$ cat config.mk
export PLATFORM = sky130hd
export DESIGN_NAME = busmode_init_ctrl
export DESIGN_NICKNAME = d
export VERILOG_FILES = /design/src/rtl/busmode_pkg.sv /design/src/rtl/strap_decoder.sv /design/src/rtl/init_sequencer.sv /design/src/rtl/pattern_driver.sv /design/src/rtl/busmode_init_ctrl.sv
export SDC_FILE = /design/constraint.sdc
export NUM_CORES = 1
export LEC_CHECK = 0
export ABC_AREA = 0
export CORE_MARGIN = 2
export CORE_UTILIZATION = 54
export DETAILED_ROUTE_END_ITERATION = 10
export DONT_BUFFER_PORTS = 1
export GPL_ROUTABILITY_DRIVEN = 0
export GPL_TIMING_DRIVEN = 0
export PLACE_DENSITY = 0.72
export SETUP_SLACK_MARGIN = 0.1
export SYNTH_ARGS = -nofsm -noshare
export SYNTH_HDL_FRONTEND = slang
export SYNTH_SLANG_ARGS = --single-unit
$ cat constraint.sdc
create_clock -name clk -period 1.79 [get_ports clk]
set_input_delay 0.2685 -clock clk [delete_from_list [all_inputs] [get_ports clk]]
set_output_delay 0.2685 -clock clk [all_outputs]
set_load 0.02 [all_outputs]
$ cat src/rtl/busmode_pkg.sv
// Shared types for the bus mode initialization controller.
// Assumes: capability level already digitised to a 2-bit code.
package busmode_pkg;

    typedef enum logic [1:0] {
        CAP_GND  = 2'b00,
        CAP_MID  = 2'b01,
        CAP_OPEN = 2'b10,
        CAP_RSVD = 2'b11
    } cap_lvl_e;

    typedef enum logic [2:0] {
        FREQ_C33  = 3'd0,
        FREQ_C66  = 3'd1,
        FREQ_X66  = 3'd2,
        FREQ_X100 = 3'd3,
        FREQ_X133 = 3'd4
    } freq_e;

    typedef enum logic [1:0] {
        ST_SETTLE = 2'd0,
        ST_DRIVE  = 2'd1,
        ST_HOLD   = 2'd2,
        ST_DONE   = 2'd3
    } seq_state_e;

    typedef struct packed {
        logic  pcix;
        freq_e freq;
        logic  err;
    } bus_cfg_t;

    localparam bus_cfg_t CFG_CLEAR = '{pcix: 1'b0, freq: FREQ_C33, err: 1'b0};

endpackage

$ cat src/rtl/strap_decoder.sv
// Combinational decode of the board straps into a bus configuration.
// Assumes: inputs may change at any time; the sequencer decides when to latch.
module strap_decoder
    import busmode_pkg::*;
(
    input  logic       m66_open,
    input  logic [1:0] cap_lvl,
    input  logic       allow133,
    output bus_cfg_t   cfg
);

    // Map the capability level and 66 MHz pin to a mode and frequency.
    always_comb begin
        cfg = CFG_CLEAR;
        case (cap_lvl)
            CAP_GND:  cfg.freq = m66_open ? FREQ_C66 : FREQ_C33;
            CAP_MID: begin
                cfg.pcix = 1'b1;
                cfg.freq = FREQ_X66;
            end
            CAP_OPEN: begin
                cfg.pcix = 1'b1;
                cfg.freq = (m66_open && allow133) ? FREQ_X133 : FREQ_X100;
            end
            default:  cfg.err = 1'b1;
        endcase
    end

endmodule

$ cat src/rtl/init_sequencer.sv
// Phase sequencer: settle, drive under reset, hold after release, done.
// Assumes: SETTLE_CYCLES >= 1 and HOLD_CYCLES >= 1; one counter serves both windows.
module init_sequencer
    import busmode_pkg::*;
#(
    parameter int SETTLE_CYCLES = 8,
    parameter int HOLD_CYCLES   = 4
) (
    input  logic       clk,
    input  logic       rst_n,
    input  logic       bus_rst_req,
    input  bus_cfg_t   cfg_in,
    output bus_cfg_t   cfg_q,
    output seq_state_e state
);

    localparam int CNT_MAX = (SETTLE_CYCLES > HOLD_CYCLES) ? SETTLE_CYCLES : HOLD_CYCLES;
    localparam int CNT_W   = $clog2(CNT_MAX + 1);
    localparam logic [CNT_W-1:0] SETTLE_LAST = CNT_W'(SETTLE_CYCLES - 1);
    localparam logic [CNT_W-1:0] HOLD_LAST   = CNT_W'(HOLD_CYCLES - 1);

    logic [CNT_W-1:0] cnt;

    // Advance phases, count windows, latch the decoded straps once per reset.
    always_ff @(posedge clk) begin
        if (!rst_n) begin
            state <= ST_SETTLE;
            cnt   <= '0;
            cfg_q <= CFG_CLEAR;
        end else begin
            case (state)
                ST_SETTLE: begin
                    if (cnt == SETTLE_LAST) begin
                        state <= ST_DRIVE;
                        cnt   <= '0;
                        cfg_q <= cfg_in;
                    end else begin
                        cnt <= cnt + 1'b1;
                    end
                end
                ST_DRIVE: begin
                    if (!bus_rst_req) begin
                        state <= ST_HOLD;
                        cnt   <= '0;
                    end
                end
                ST_HOLD: begin
                    if (bus_rst_req) begin
                        state <= ST_SETTLE;
                        cnt   <= '0;
                        cfg_q <= CFG_CLEAR;
                    end else if (cnt == HOLD_LAST) begin
                        state <= ST_DONE;
                        cnt   <= '0;
                    end else begin
                        cnt <= cnt + 1'b1;
                    end
                end
                default: begin
                    if (bus_rst_req) begin
                        state <= ST_SETTLE;
                        cnt   <= '0;
                        cfg_q <= CFG_CLEAR;
                    end
                end
            endcase
        end
    end

    AST_LATCH_FROZEN: assert property (@(posedge clk) disable iff (!rst_n)
        (state != ST_SETTLE && $past(state) != ST_SETTLE) |-> $stable(cfg_q))
        else $error("latched configuration changed outside settling");

endmodule

$ cat src/rtl/pattern_driver.sv
// Turns the phase and latched configuration into pin values and enables.
// Assumes: the pad ring tri-states the five control lines when the enable is low.
module pattern_driver
    import busmode_pkg::*;
#(
    parameter int NUM_BUS = 2
) (
    input  seq_state_e   state,
    input  bus_cfg_t     cfg_q,
    output logic [NUM_BUS-1:0] bus_rst_n,
    output logic         ctl_oe,
    output logic         frame_n,
    output logic         irdy_n,
    output logic         devsel_n,
    output logic         stop_n,
    output logic         trdy_n,
    output logic         mode_valid
);

    logic [2:0] pat;  // {devsel_n, stop_n, trdy_n}
    logic       rel;

    // Choose the signalling pattern for the latched frequency.
    always_comb begin
        case (cfg_q.freq)
            FREQ_X66:  pat = 3'b110;
            FREQ_X100: pat = 3'b101;
            FREQ_X133: pat = 3'b100;
            default:   pat = 3'b111;
        endcase
    end

    // Derive phase-dependent enables and reset levels.
    always_comb begin
        rel        = (state == ST_HOLD) || (state == ST_DONE);
        ctl_oe     = (state == ST_DRIVE) || (state == ST_HOLD);
        mode_valid = (state == ST_DONE);
        frame_n    = 1'b1;
        irdy_n     = 1'b1;
        devsel_n   = ctl_oe ? pat[2] : 1'b1;
        stop_n     = ctl_oe ? pat[1] : 1'b1;
        trdy_n     = ctl_oe ? pat[0] : 1'b1;
    end

    // Fan the single release level out to every bus reset output.
    for (genvar g = 0; g < NUM_BUS; g++) begin : g_rst
        assign bus_rst_n[g] = rel;
    end

endmodule

$ cat src/rtl/busmode_init_ctrl.sv
// Top: samples straps under reset, signals the chosen mode on the bus
// control lines across reset release, then reports the mode.
// Assumes: clk runs throughout reset; rst_n is synchronous.
module busmode_init_ctrl
    import busmode_pkg::*;
#(
    parameter int SETTLE_CYCLES = 8,
    parameter int HOLD_CYCLES   = 4,
    parameter int NUM_BUS       = 2
) (
    input  logic               clk,
    input  logic               rst_n,
    input  logic               bus_rst_req_i,
    input  logic               m66_open_i,
    input  logic [1:0]         cap_lvl_i,
    input  logic               allow133_i,
    output logic [NUM_BUS-1:0] bus_rst_n_o,
    output logic               ctl_oe_o,
    output logic               frame_n_o,
    output logic               irdy_n_o,
    output logic               devsel_n_o,
    output logic               stop_n_o,
    output logic               trdy_n_o,
    output logic               pcix_mode_o,
    output logic [2:0]         freq_code_o,
    output logic               mode_valid_o,
    output logic               strap_err_o
);

    bus_cfg_t   cfg_dec;
    bus_cfg_t   cfg_q;
    seq_state_e state;

    strap_decoder u_dec (
        .m66_open (m66_open_i),
        .cap_lvl  (cap_lvl_i),
        .allow133 (allow133_i),
        .cfg      (cfg_dec)
    );

    init_sequencer #(
        .SETTLE_CYCLES (SETTLE_CYCLES),
        .HOLD_CYCLES   (HOLD_CYCLES)
    ) u_seq (
        .clk         (clk),
        .rst_n       (rst_n),
        .bus_rst_req (bus_rst_req_i),
        .cfg_in      (cfg_dec),
        .cfg_q       (cfg_q),
        .state       (state)
    );

    pattern_driver #(
        .NUM_BUS (NUM_BUS)
    ) u_drv (
        .state      (state),
        .cfg_q      (cfg_q),
        .bus_rst_n  (bus_rst_n_o),
        .ctl_oe     (ctl_oe_o),
        .frame_n    (frame_n_o),
        .irdy_n     (irdy_n_o),
        .devsel_n   (devsel_n_o),
        .stop_n     (stop_n_o),
        .trdy_n     (trdy_n_o),
        .mode_valid (mode_valid_o)
    );

    assign pcix_mode_o = cfg_q.pcix;
    assign freq_code_o = cfg_q.freq;
    assign strap_err_o = cfg_q.err;

    AST_NO_RESERVED: assert property (@(posedge clk) disable iff (!rst_n)
        ctl_oe_o |-> devsel_n_o)
        else $error("reserved pattern driven");

    AST_FRAME_IDLE: assert property (@(posedge clk) disable iff (!rst_n)
        ctl_oe_o |-> (frame_n_o && irdy_n_o))
        else $error("FRAME#/IRDY# asserted during pattern");

    AST_PATTERN_AT_RELEASE: assert property (@(posedge clk) disable iff (!rst_n)
        $rose(bus_rst_n_o[0]) |-> (ctl_oe_o && $stable({stop_n_o, trdy_n_o})))
        else $error("pattern not stable across reset release");

    AST_VALID_QUIET: assert property (@(posedge clk) disable iff (!rst_n)
        mode_valid_o |-> (!ctl_oe_o && (&bus_rst_n_o)))
        else $error("mode valid while lines driven or bus in reset");

endmodule

==> impl_metrics.env <==
export IMPL_cp_start_kind="register"
export IMPL_ports=21
export IMPL_dp_final_hpwl_um=1147
export IMPL_post_synth_top_area_cell="sky130_fd_sc_hd__dfxtp_1"
export IMPL_synth_mux_area_share_pct=8.434
export IMPL_required_time_of_the_critical_path_ns=2.01
export IMPL_cts_root_to_sink_buffers=2
export IMPL_yosysTopAreaCellShare_pct=26.51
export IMPL_cellLeakagePower_nw=0.4994
export IMPL_initial_core_util_pct=56.46
export IMPL_crit_chain="inv_6 > ha_4 > nor3_4 > a21o_1 > buf_4 > or3_1 > a21oi_2"
export IMPL_worstSetupEndpointType="register"
export IMPL_detail_route_wl_per_cell_um=14.07
export IMPL_top_area_cells_in_the_synthesized_netlist="sky130_fd_sc_hd__dfxtp_1 (27%), sky130_fd_sc_hd__ha_1 (15%), sky130_fd_sc_hd__mux2i_1 (8.4%)"
export IMPL_synthArstFlopShare_pct=0
export IMPL_layout_worst_path_cycle_share_pct=94.93
export IMPL_synth_common_cells="sky130_fd_sc_hd__dfxtp_1 (11), sky130_fd_sc_hd__ha_1 (10), sky130_fd_sc_hd__nand2_1 (10)"
export IMPL_status="finished clean"
export IMPL_synthMostInstantiatedCell="sky130_fd_sc_hd__dfxtp_1"
export IMPL_worst_skew_late_latency_ns=0.28
export IMPL_postLayoutCoreUtil_pct=74.32
export IMPL_synth_top_family_by_area="simple AND/OR/NAND/NOR gates"
export IMPL_tritoncts_num_buffers=3
export IMPL_area_enclosed_by_the_die_boundary_um2=1868
export IMPL_drive_above_1_share_pct=37.07
export IMPL_cell_pwr_density_nw_per_um2=1714
export IMPL_cpPeakStageDelay_ns=0.40
export IMPL_die_h_um=43.23
export IMPL_timing_setup_tns_ns=0
export IMPL_min_delay_path_class="input pin to register"
export IMPL_ctsRootBufferMaster="sky130_fd_sc_hd__clkbuf_4"
export IMPL_setup_viol=0
export IMPL_synthAdderAreaFrac_pct=15.06
export IMPL_vias=747
export IMPL_detailed_route_wire_length_um=1857
export IMPL_globalRoute_totalOverflow=0
export IMPL_cts_tree="built"
export IMPL_post_route_minimum_period_ns=1.699
export IMPL_fp_dieW_um=43.23
export IMPL_post_synth_cell_area_avg_um2=8.745
export IMPL_finClkSkew_ns=0.01426
export IMPL_grt_pass1_vias=676
export IMPL_diodes=0
export IMPL_yosysWarningCount=0
export IMPL_grt_antenna_before_repair=0
export IMPL_crit_buf_inv=2
export IMPL_cap_viol_max_count=0
export IMPL_netlist_instances=95
export IMPL_drt_drc_violations_left=0
export IMPL_drv_slew=0
export IMPL_post_synth_num_cell_types=37
export IMPL_number_of_flops_mapped_to_enable_cells_by_yosys=0
export IMPL_synth_compound_area_share_pct=17.47
export IMPL_finalNetCount=134
export IMPL_fin_hold_ws_ns=0.09761
export IMPL_grt_setup_unrepaired="yes"
export IMPL_fmax_mhz=588.5
export IMPL_yosysSeqAreaShare_pct=26.51
export IMPL_worst_setup_path_type="register to register"
export IMPL_clock_sink_count=11
export IMPL_initialDrtViolationCount=6
export IMPL_worst_endpoint_arrival_ns=1.92
export IMPL_netlist_area_um2=830.8
export IMPL_design_core_area_um2=1471
export IMPL_dp_cell_count=113
export IMPL_finalHoldViolCount=0
export IMPL_synth_ff_latch_count=11
export IMPL_clk_pin_slew_ns=0.08
export IMPL_final_instance_count_excl_fill=132
export IMPL_crit_slowest_cell="sky130_fd_sc_hd__dfxtp_4"
export IMPL_yosys_area_share_xor_xnor_pct=1.054
export IMPL_portBuffers=0
export IMPL_critical_path_top_delay_family="simple AND/OR/NAND/NOR gates"
export IMPL_max_vdd_ir_drop_mv=1.142
export IMPL_maximum_number_of_pins_on_one_net_before_global_route_repair=11
export IMPL_postSynth_topFlopCell="sky130_fd_sc_hd__dfxtp_1"
export IMPL_groute_usage_overall_pct=20.00
export IMPL_rows=14
export IMPL_cts_htree_levels=1
export IMPL_global_route_wire_length_before_repair_um=2746
export IMPL_drt_first_pass_iters=2
export IMPL_worstPathMaxFanout=5
export IMPL_post_drt_via_cell_ratio=5.659
export IMPL_number_of_nets_still_failing_antenna_checks_after_routing=0
export IMPL_final_fill_count=106
export IMPL_syn2layout_area_growth_pct=31.63
export IMPL_synth_simple_area_share_pct=23.80
==> state kept, by name, summed over array words and instances (netlist names) <==
name,flops
u_seq.cfg_q,5
u_seq.cnt,4
u_seq.state,2
==> worst paths after layout <==
kind | start | end | slack [ns] | depth (start not counted)
min reg2reg | u_seq.cnt[1] | u_seq.cnt[1] | 0.49 | 2
min | rst_n | u_seq.cnt[2] | 0.1 | 1
max | u_seq.state[1] | u_seq.cnt[0] | 0.09 | 7
max reg2reg | u_seq.state[1] | u_seq.cnt[0] | 0.09 | 7
==> area by class of cell <==
cell class	count	area (um2)	area share, %
Multi-Input combinational cell	75	630.6	57.67
Sequential cell	11	227.7	20.82
Timing Repair Buffer	15	116.4	10.64
Buffer	6	42.54	3.890
Inverter	5	28.78	2.632
Clock buffer	3	22.52	2.059
Tap cell	16	20.02	1.831
Clock inverter	1	5.005	0.4577
==> through the flow <==
| stage | setup slack, ns | total power [mW] | area, um2 |
|---|---|---|---|
| after floorplan | 0.1155 | 1.130 | 858.3 |
| after global placement | 0.01524 | 1.247 | 878.3 |
| after detailed placement | 0.01325 | 1.261 | 878.3 |
| after CTS | 0.07130 | 1.583 | 960.9 |
| after global routing | 0.05469 | 2.000 | 1094 |
| final | 0.09069 | 1.874 | 1094 |
==> logic make-up (layout without fill, tap and decap cells) <==
| family | after synthesis | in the layout |
|---|---|---|
| and+or+nand+nor | 36 | 36 |
| AOI/OAI and AO/OA | 18 | 18 |
| DFF | 11 | 11 |
| buffers and inverters | 11 | 30 |
| adders and majority gates | 10 | 10 |
| muxes | 7 | 7 |
| other | 1 | 3 |
| xor gates and xnor gates | 1 | 1 |
==> what timing repair did <==
item	CTS	global route
pin swaps	1	6
setup endpoints to repair	8	13
hold buffers	0	0
buffers inserted	7	8
gates resized for setup	1	18
==> placed cells by master (no fill, tap or decap), types with 2 or more instances in the layout <==
| cell | Yosys | routed |
|---|---|---|
| sky130_fd_sc_hd__buf_4 | 5 | 19 |
| sky130_fd_sc_hd__nand2_1 | 10 | 10 |
| sky130_fd_sc_hd__dfxtp_1 | 11 | 9 |
| sky130_fd_sc_hd__mux2i_1 | 7 | 7 |
| sky130_fd_sc_hd__ha_1 | 10 | 7 |
| sky130_fd_sc_hd__nor2_1 | 6 | 6 |
| sky130_fd_sc_hd__a21oi_1 | 6 | 4 |
| sky130_fd_sc_hd__inv_1 | 5 | 3 |
| sky130_fd_sc_hd__nand3b_1 | 3 | 3 |
| sky130_fd_sc_hd__conb_1 | 1 | 3 |
| sky130_fd_sc_hd__clkbuf_4 | 0 | 3 |
| sky130_fd_sc_hd__inv_6 | 0 | 2 |
| sky130_fd_sc_hd__a21oi_2 | 0 | 2 |
| sky130_fd_sc_hd__nand2b_1 | 2 | 2 |
| sky130_fd_sc_hd__or3_1 | 2 | 2 |
| sky130_fd_sc_hd__and2_1 | 2 | 2 |
| sky130_fd_sc_hd__ha_4 | 0 | 2 |
| sky130_fd_sc_hd__dfxtp_4 | 0 | 2 |
==> where the power goes <==
group          switching, mW  internal [mW]  total [mW]
combinational          0.620          0.649        1.27
sequential             0.109          0.321       0.430
clock                 0.0917         0.0830       0.175
total                  0.820           1.05        1.87
==> per-layer routing <==
metal  vias to the layer above  GRT usage [%]  part of all wire, %
met2                        23          32.24                   48
met3                         8          5.957                  6.0
li1                        368              -                    -
met1                       348          24.16                   43
met4                         0          9.091                  3.2
met5                         -              0                    0
Note: power is estimated with default switching activity, not from simulation.
